`config.mk`:
```
export PLATFORM = sky130hd
export DESIGN_NAME = copro_ctrl
export DESIGN_NICKNAME = d
export VERILOG_FILES = /design/src/rtl/copro_pkg.sv /design/src/rtl/copro_cfg_cache.sv /design/src/rtl/copro_op_timer.sv /design/src/rtl/copro_ctrl.sv
export SDC_FILE = /design/constraint.sdc
export NUM_CORES = 1
export LEC_CHECK = 0
export BUFFER_PORTS_ARGS = -buffer_cell sky130_fd_sc_hd__buf_4
export CAP_MARGIN = 20
export CORE_ASPECT_RATIO = 1.25
export CORE_MARGIN = 1
export CORE_UTILIZATION = 45
export DETAILED_ROUTE_END_ITERATION = 8
export SETUP_SLACK_MARGIN = 0.1
export SLEW_MARGIN = 25
export SYNTH_ARGS = -nofsm -noshare
export SYNTH_HDL_FRONTEND = slang
export SYNTH_HIERARCHICAL = 1
export SYNTH_SLANG_ARGS = --single-unit
export TNS_END_PERCENT = 100
```
`constraint.sdc`:
```
create_clock -name clk -period 7.5 [get_ports clk]
set_clock_uncertainty 0.05 [all_clocks]
set_input_delay 1.5 -clock clk [delete_from_list [all_inputs] [get_ports clk]]
set_output_delay 1.5 -clock clk [all_outputs]
set_load 0.005 [all_outputs]
```
`src/rtl/copro_pkg.sv`:
```
package copro_pkg;
    typedef enum logic [2:0] {
        OP_NOP   = 3'd0,
        OP_CFG   = 3'd1,
        OP_MTO   = 3'd2,
        OP_RUN   = 3'd3,
        OP_MFROM = 3'd4
    } cmd_op_e;
endpackage

```
`src/rtl/copro_cfg_cache.sv`:
```
module copro_cfg_cache #(
    parameter int WAYS  = 4,
    parameter int TAG_W = 8
) (
    input  logic             clk,
    input  logic             rst_n,
    input  logic [TAG_W-1:0] lookup_tag,
    output logic             hit,
    input  logic             touch_en,
    input  logic             install_en,
    input  logic [TAG_W-1:0] install_tag
);
    localparam int AGE_W = (WAYS > 1) ? $clog2(WAYS) : 1;
    localparam int WAY_W = AGE_W;
    localparam logic [AGE_W-1:0] OLDEST = AGE_W'(WAYS - 1);

    typedef struct packed {
        logic [WAYS-1:0][TAG_W-1:0] tag;
        logic [WAYS-1:0]            vld;
        logic [WAYS-1:0][AGE_W-1:0] age;
    } cache_t;

    cache_t          st_q, st_d;
    logic [WAYS-1:0] hit_vec;
    logic [WAYS-1:0] oldest_vec;
    logic [WAY_W-1:0] hit_way, vict_way, upd_way;
    logic            upd_en;
    logic [AGE_W-1:0] ref_age;

    always_comb begin
        hit_vec    = '0;
        oldest_vec = '0;
        hit_way    = '0;
        vict_way   = '0;
        for (int i = 0; i < WAYS; i++) begin
            hit_vec[i]    = st_q.vld[i] && (st_q.tag[i] == lookup_tag);
            oldest_vec[i] = (st_q.age[i] == OLDEST);
        end
        for (int i = WAYS - 1; i >= 0; i--) begin
            if (hit_vec[i])    hit_way  = WAY_W'(i);
            if (oldest_vec[i]) vict_way = WAY_W'(i);
        end
        hit     = |hit_vec;
        upd_en  = install_en || (touch_en && hit);
        upd_way = install_en ? vict_way : hit_way;
        ref_age = st_q.age[upd_way];

        st_d = st_q;
        if (install_en) begin
            st_d.tag[upd_way] = install_tag;
            st_d.vld[upd_way] = 1'b1;
        end
        if (upd_en) begin
            for (int i = 0; i < WAYS; i++) begin
                if (WAY_W'(i) == upd_way)      st_d.age[i] = '0;
                else if (st_q.age[i] < ref_age) st_d.age[i] = st_q.age[i] + 1'b1;
            end
        end
    end

    always_ff @(posedge clk) begin
        if (!rst_n) begin
            st_q.tag <= '0;
            st_q.vld <= '0;
            for (int i = 0; i < WAYS; i++) st_q.age[i] <= AGE_W'(i);
        end else begin
            st_q <= st_d;
        end
    end

    // an ID is resident in at most one slot
    a_r4_single_hit: assert property (@(posedge clk) disable iff (!rst_n)
        $onehot0(hit_vec));
    // the recency order always names exactly one eviction victim
    a_r4_one_victim: assert property (@(posedge clk) disable iff (!rst_n)
        $countones(oldest_vec) == 1);
endmodule

```
`src/rtl/copro_op_timer.sv`:
```
module copro_op_timer #(
    parameter int CNT_W = 8
) (
    input  logic             clk,
    input  logic             rst_n,
    input  logic             load_en,
    input  logic [CNT_W-1:0] load_val,
    output logic             busy
);
    logic [CNT_W-1:0] cnt_q, cnt_d;

    always_comb begin
        cnt_d = cnt_q;
        if (load_en)           cnt_d = load_val;
        else if (cnt_q != '0)  cnt_d = cnt_q - 1'b1;
    end

    always_ff @(posedge clk) begin
        if (!rst_n) cnt_q <= '0;
        else        cnt_q <= cnt_d;
    end

    assign busy = (cnt_q != '0);

    // a running count falls by one per cycle and is never reloaded mid-run
    a_r6_count_down: assert property (@(posedge clk) disable iff (!rst_n)
        (cnt_q != '0) |=> (cnt_q == $past(cnt_q) - 1'b1));
endmodule

```
`src/rtl/copro_ctrl.sv`:
```
module copro_ctrl #(
    parameter int WAYS        = 4,
    parameter int CFG_W       = 8,
    parameter int DATA_W      = 32,
    parameter int CNT_W       = 8,
    parameter int LOAD_CYCLES = 16
) (
    input  logic              clk,
    input  logic              rst_n,
    input  logic              cmd_valid,
    input  logic [2:0]        cmd_op,
    input  logic [CFG_W-1:0]  cmd_cfg,
    input  logic              cmd_sel,
    input  logic [DATA_W-1:0] cmd_data,
    input  logic [CNT_W-1:0]  cmd_cycles,
    output logic              stall,
    output logic              rd_valid,
    output logic [DATA_W-1:0] rd_data,
    output logic              active_valid,
    output logic [CFG_W-1:0]  active_cfg
);
    import copro_pkg::*;

    localparam int LD_W = $clog2(LOAD_CYCLES + 1);

    typedef struct packed {
        logic [LD_W-1:0]   load_cnt;
        logic [CFG_W-1:0]  load_tag;
        logic [DATA_W-1:0] opa;
        logic [DATA_W-1:0] opb;
        logic [DATA_W-1:0] acc;
        logic              act_vld;
        logic [CFG_W-1:0]  act_cfg;
    } ctrl_t;

    ctrl_t   st_q, st_d;
    cmd_op_e op;
    logic    busy, hit, loading, accept, miss_start;
    logic    touch_en, install_en, run_go;

    always_comb begin
        op         = cmd_op_e'(cmd_op);
        loading    = (st_q.load_cnt != '0);
        if (op == OP_CFG)
            accept = cmd_valid && !busy &&
                     (loading ? (st_q.load_cnt == LD_W'(1)) : hit);
        else
            accept = cmd_valid && !busy && !loading;
        miss_start = cmd_valid && (op == OP_CFG) && !busy && !loading && !hit;
        touch_en   = accept && (op == OP_CFG) && !loading;
        install_en = accept && (op == OP_CFG) && loading;
        run_go     = accept && (op == OP_RUN) && st_q.act_vld;

        st_d = st_q;
        if (loading) st_d.load_cnt = st_q.load_cnt - 1'b1;
        if (miss_start) begin
            st_d.load_cnt = LD_W'(LOAD_CYCLES);
            st_d.load_tag = cmd_cfg;
        end
        if (accept) begin
            unique case (op)
                OP_CFG: begin
                    st_d.act_vld = 1'b1;
                    st_d.act_cfg = loading ? st_q.load_tag : cmd_cfg;
                end
                OP_MTO: begin
                    if (cmd_sel) st_d.opb = cmd_data;
                    else         st_d.opa = cmd_data;
                end
                OP_RUN: begin
                    if (st_q.act_vld)
                        st_d.acc = st_q.acc +
                                   ((st_q.opa + st_q.opb) ^ DATA_W'(st_q.act_cfg));
                end
                default: ;
            endcase
        end
    end

    always_ff @(posedge clk) begin
        if (!rst_n) st_q <= '0;
        else        st_q <= st_d;
    end

    copro_cfg_cache #(.WAYS(WAYS), .TAG_W(CFG_W)) u_cache (
        .clk        (clk),
        .rst_n      (rst_n),
        .lookup_tag (cmd_cfg),
        .hit        (hit),
        .touch_en   (touch_en),
        .install_en (install_en),
        .install_tag(st_q.load_tag)
    );

    copro_op_timer #(.CNT_W(CNT_W)) u_timer (
        .clk     (clk),
        .rst_n   (rst_n),
        .load_en (run_go),
        .load_val(cmd_cycles),
        .busy    (busy)
    );

    assign stall        = busy || (cmd_valid && !accept);
    assign rd_valid     = accept && (op == OP_MFROM);
    assign rd_data      = st_q.acc;
    assign active_valid = st_q.act_vld;
    assign active_cfg   = st_q.act_cfg;

    // the active configuration is frozen while an operation runs
    a_r8_cfg_frozen: assert property (@(posedge clk) disable iff (!rst_n)
        busy |=> $stable(active_cfg));
    // a result is never handed back while an operation runs
    a_r7_read_idle: assert property (@(posedge clk) disable iff (!rst_n)
        rd_valid |-> !busy);
    // every load cycle but the last keeps the processor stalled
    a_r3_load_stall: assert property (@(posedge clk) disable iff (!rst_n)
        (st_q.load_cnt > LD_W'(1)) |-> stall);
    // the result only changes in the cycle after a run starts
    a_r9_acc_hold: assert property (@(posedge clk) disable iff (!rst_n)
        !run_go |=> $stable(rd_data));
endmodule

```
==> impl_summary.log <==
INFO  metric maxSlewViolCount = 0
INFO  metric design.core.area = 23900 µm²
INFO  metric max-vdd-ir-drop = 0.219 mV
INFO  metric cts_max_path_buffers = 2
INFO  metric path_clk_slew = 0.07 ns
INFO  metric power_dissipated_by_switching_net_loads = 667 µW
INFO  metric routed-via-count = 9536
INFO  metric power.share.clock = 39.3%
INFO  metric fp.dieArea = 25100 µm²
INFO  metric pwrdens = 186 nW/µm²
INFO  metric post_syn_nets = 1519
INFO  metric worstPathRequired = 7.79 ns
INFO  metric finalWeightedCongestion = 0.884
INFO  metric finalCriticalPeriod = 5.87 ns
INFO  metric cts_hold_repair.buffers = 0
INFO  metric outcome = complete, no violations
INFO  metric p_int = 1.58 mW
INFO  metric fin_ws = 1.63 ns
INFO  metric post_synth_inst_count = 1386
INFO  metric finalSetupViolations = 0
INFO  metric syn2layout_area_growth = 9.93%
INFO  metric totalNegativeSetupSlack = 0 ns
INFO  metric drc = 0
INFO  metric route.detailed.wl_per_inst = 16.9 µm
INFO  metric place_worst_setup_slack = 1.21 ns
INFO  metric synth-async-reset-ratio = 0%
INFO  metric place.detailed.hpwl = 21600 µm
INFO  metric gr-usage-all-layers = 24.0%
INFO  metric ant_nets = 0
INFO  metric cts_resized = 0
INFO  metric chipWidth = 142 µm
INFO  metric share_of_layout_cells_above_drive_strength_1 = 12.4%
INFO  metric yosysWarningCount = 6
INFO  metric worst_slew_pin_slew = 0.995 ns
INFO  metric ys_types = 89
INFO  metric worst_slew_margin_rel = 33.6%
INFO  metric switching_share = 29.7%
INFO  metric final_core_util = 50.6%
INFO  metric worst_skew_pair_latency = 0.44 ns
INFO  metric initial_core_utilization = 46.0%
INFO  metric wire_length_of_the_first_global_routing_pass = 46800 µm
INFO  metric critical-path-max-stage-delay = 0.53 ns
INFO  metric met1_usage = 26.8%
INFO  metric grt_pass1_vias = 9126
INFO  metric busiest_layer = met2
INFO  metric place.port_buffers = 97
INFO  metric cpMaxStageDelayCell = sky130_fd_sc_hd__nor4_2
INFO  metric postSynthRegisterBits = 170
INFO  metric final_hold_viol_count = 0
INFO  metric n_antenna_cell = 0
INFO  metric tritoncts = done
INFO  metric syn-cell-area = 11000 µm²
INFO  metric comb_power_share = 17.3%
INFO  metric max_freq = 170 MHz
INFO  metric pin_count = 98
INFO  metric criticalPathCategory = in -> reg
INFO  metric setup.worst_path.end_class = flip-flop
INFO  metric critical_path.cell_chain = buf_4, xnor2_1, nand3_1, nor4_2, nor2_1, nand3_1, nor2_1, nor2b_1, o21ai_1, or3b_1, nor2_2, buf_4, and2_1, nand2b_1, nor3_1, nor2_2, mux2_4, maj3_2, a2111oi_2
INFO  metric rsz_0062_raised_after_global_routing = no
INFO  metric drt-total-wl = 29400 µm
INFO  metric grt_start_max_net_pins = 91
INFO  metric antenna_violations_before_repair = 0
INFO  metric final_net_count = 1536
INFO  metric synthFlopType = sky130_fd_sc_hd__dfxtp_1
INFO  metric clockRootBuffer = sky130_fd_sc_hd__clkbuf_16
INFO  metric syn_area_per_cell = 7.93 µm²
INFO  metric synth-edff-count = 0
INFO  metric rows = 63
INFO  metric drtIter0Drc = 595
INFO  metric report.power.total = 2.24 mW
INFO  metric fill_cells = 2355
INFO  metric overflow = 0
INFO  metric drt_pass1_iterations = 5
INFO  metric numCtsBuffers = 17
INFO  metric post_drt_via_cell_ratio = 5.48
INFO  metric grt_use_met3 = 3.71%
INFO  metric crit_path_start_kind = primary input
INFO  metric seq_power_share = 43.4%
INFO  metric dieHeight = 177 µm
INFO  metric seq_area_frac_synth = 30.9%
INFO  metric maxCapViolations = 0
INFO  metric cts_htree_levels = 4
INFO  metric hold_class = reg -> reg
INFO  metric grt_util_met2 = 45.0%
INFO  metric clock-sinks = 170
INFO  metric path_max_fanout = 18
INFO  metric setup_buffers_after_cts = 0
INFO  metric period_share = 78.3%
INFO  metric total_leakage_power = 5.11 nW
INFO  metric arrival = 6.16 ns
## registers in the layout, indices dropped and copies added (netlist names)
| name | cells |
|---|---|
| rd_data | 32 |
| st_q | 77 |
| active_valid | 1 |
| active_cfg | 8 |
| u_cache/st_q | 44 |
| u_timer/cnt_q | 8 |
## power groups by stage
| stage | Combinational [mW] | Clock (mW) | Sequential [mW] |
|---|---|---|---|
| 5_1_grt | 0.431 | 0.932 | 0.980 |
| 3_3_place_gp | 0.388 | 0 | 0.995 |
| 3_5_place_dp | 0.390 | 0 | 0.995 |
| 6_report | 0.389 | 0.881 | 0.974 |
| 4_1_cts | 0.392 | 0.897 | 0.974 |
| 2_1_floorplan | 0.289 | 0 | 0.986 |
## synthesized netlist by cell type (12+ instances only)
master,n,area (µm²)
sky130_fd_sc_hd__a21oi_1,175,876
sky130_fd_sc_hd__nand2_1,246,923
sky130_fd_sc_hd__nor2b_1,15,93.8
sky130_fd_sc_hd__nor3_1,20,100
sky130_fd_sc_hd__xor2_1,30,263
sky130_fd_sc_hd__nand3_1,51,255
sky130_fd_sc_hd__xnor2_1,70,613
sky130_fd_sc_hd__o21ai_0,60,300
sky130_fd_sc_hd__ha_1,76,951
sky130_fd_sc_hd__buf_4,44,330
sky130_fd_sc_hd__nand4_1,16,100
sky130_fd_sc_hd__inv_1,37,139
sky130_fd_sc_hd__nor2_1,74,278
sky130_fd_sc_hd__dfxtp_1,170,3400
sky130_fd_sc_hd__buf_6,12,135
sky130_fd_sc_hd__clkbuf_1,38,143
sky130_fd_sc_hd__a21o_1,35,263
sky130_fd_sc_hd__mux2i_1,31,310
## cell type report
type	instances	area (µm²)	area share (%)
sequential	170	3400	28.2
multi-input combinational	1069	6770	56.0
clock buffer	19	443	3.66
tap	325	407	3.36
inverter	40	151	1.25
clock inverter	13	130	1.08
timing repair buffer	105	788	6.52
## cells by family (layout without fill, tap and decap cells)
kind of cell,count (synthesis),in the layout,share of synthesized area (%)
AOI/OAI and AO/OA,368,368,20.3
xor gates and xnor gates,101,101,8.11
adders and majority gates,83,83,9.49
buffers and inverters,147,177,7.52
DFF,170,170,30.9
muxes,34,34,3.20
and+or+nand+nor,483,483,20.4
## metal layers
layer / up-vias / share of wire (%)
li1: 4831 / -
met1: 4465 / 41
met2: 199 / 53
met3: 41 / 3.2
met4: 0 / 2.7
met5: - / 0
## cells in the final DEF, fill, tap and decap left out, drive strengths merged, types with 7 or more instances in the layout
cell type / count
o211ai: 11
xnor2: 70
xor2: 31
clkbuf: 19
nand4: 17
a211oi: 11
buf: 105
ha: 76
nand2b: 10
inv: 46
nor3: 22
o31ai: 7
a311oi: 9
a21o: 35
a21oi: 177
and3: 7
nor2b: 15
o21ai: 67
nor2: 78
nand3: 51
dfxtp: 170
a31oi: 8
mux2i: 31
nand2: 247
## critical path, delay by kind of cell
kind | cells | cell delay [ns]
buf+inv | 2 | 0.38
mux | 1 | 0.37
compound gates | 2 | 0.43
fa+ha+maj | 1 | 0.31
xor+xnor | 1 | 0.14
simple gates | 12 | 3.00
## worst paths after layout
kind / cells past startpoint / from / endpoint / slack, ns
min reg2reg: 2 / u_cache/st_q[8] / u_cache/st_q[8] / 0.40
max: 19 / cmd_cfg[5] / u_cache/st_q[4] / 1.63
min: 2 / u_cache/st_q[8] / u_cache/st_q[8] / 0.40
max reg2reg: 23 / st_q[41] / rd_data[31] / 1.96
## stage by stage
step	cells	hold slack, ns	instance area (µm²)
finish	1741	0.404	12100
global route	1741	0.424	12100
CTS	1741	0.405	12100
detailed placement	1709	0.394	11500
global placement	1709	0.391	11500
floorplan	1386	0.376	11000
Power figures use the tool's default switching activity.
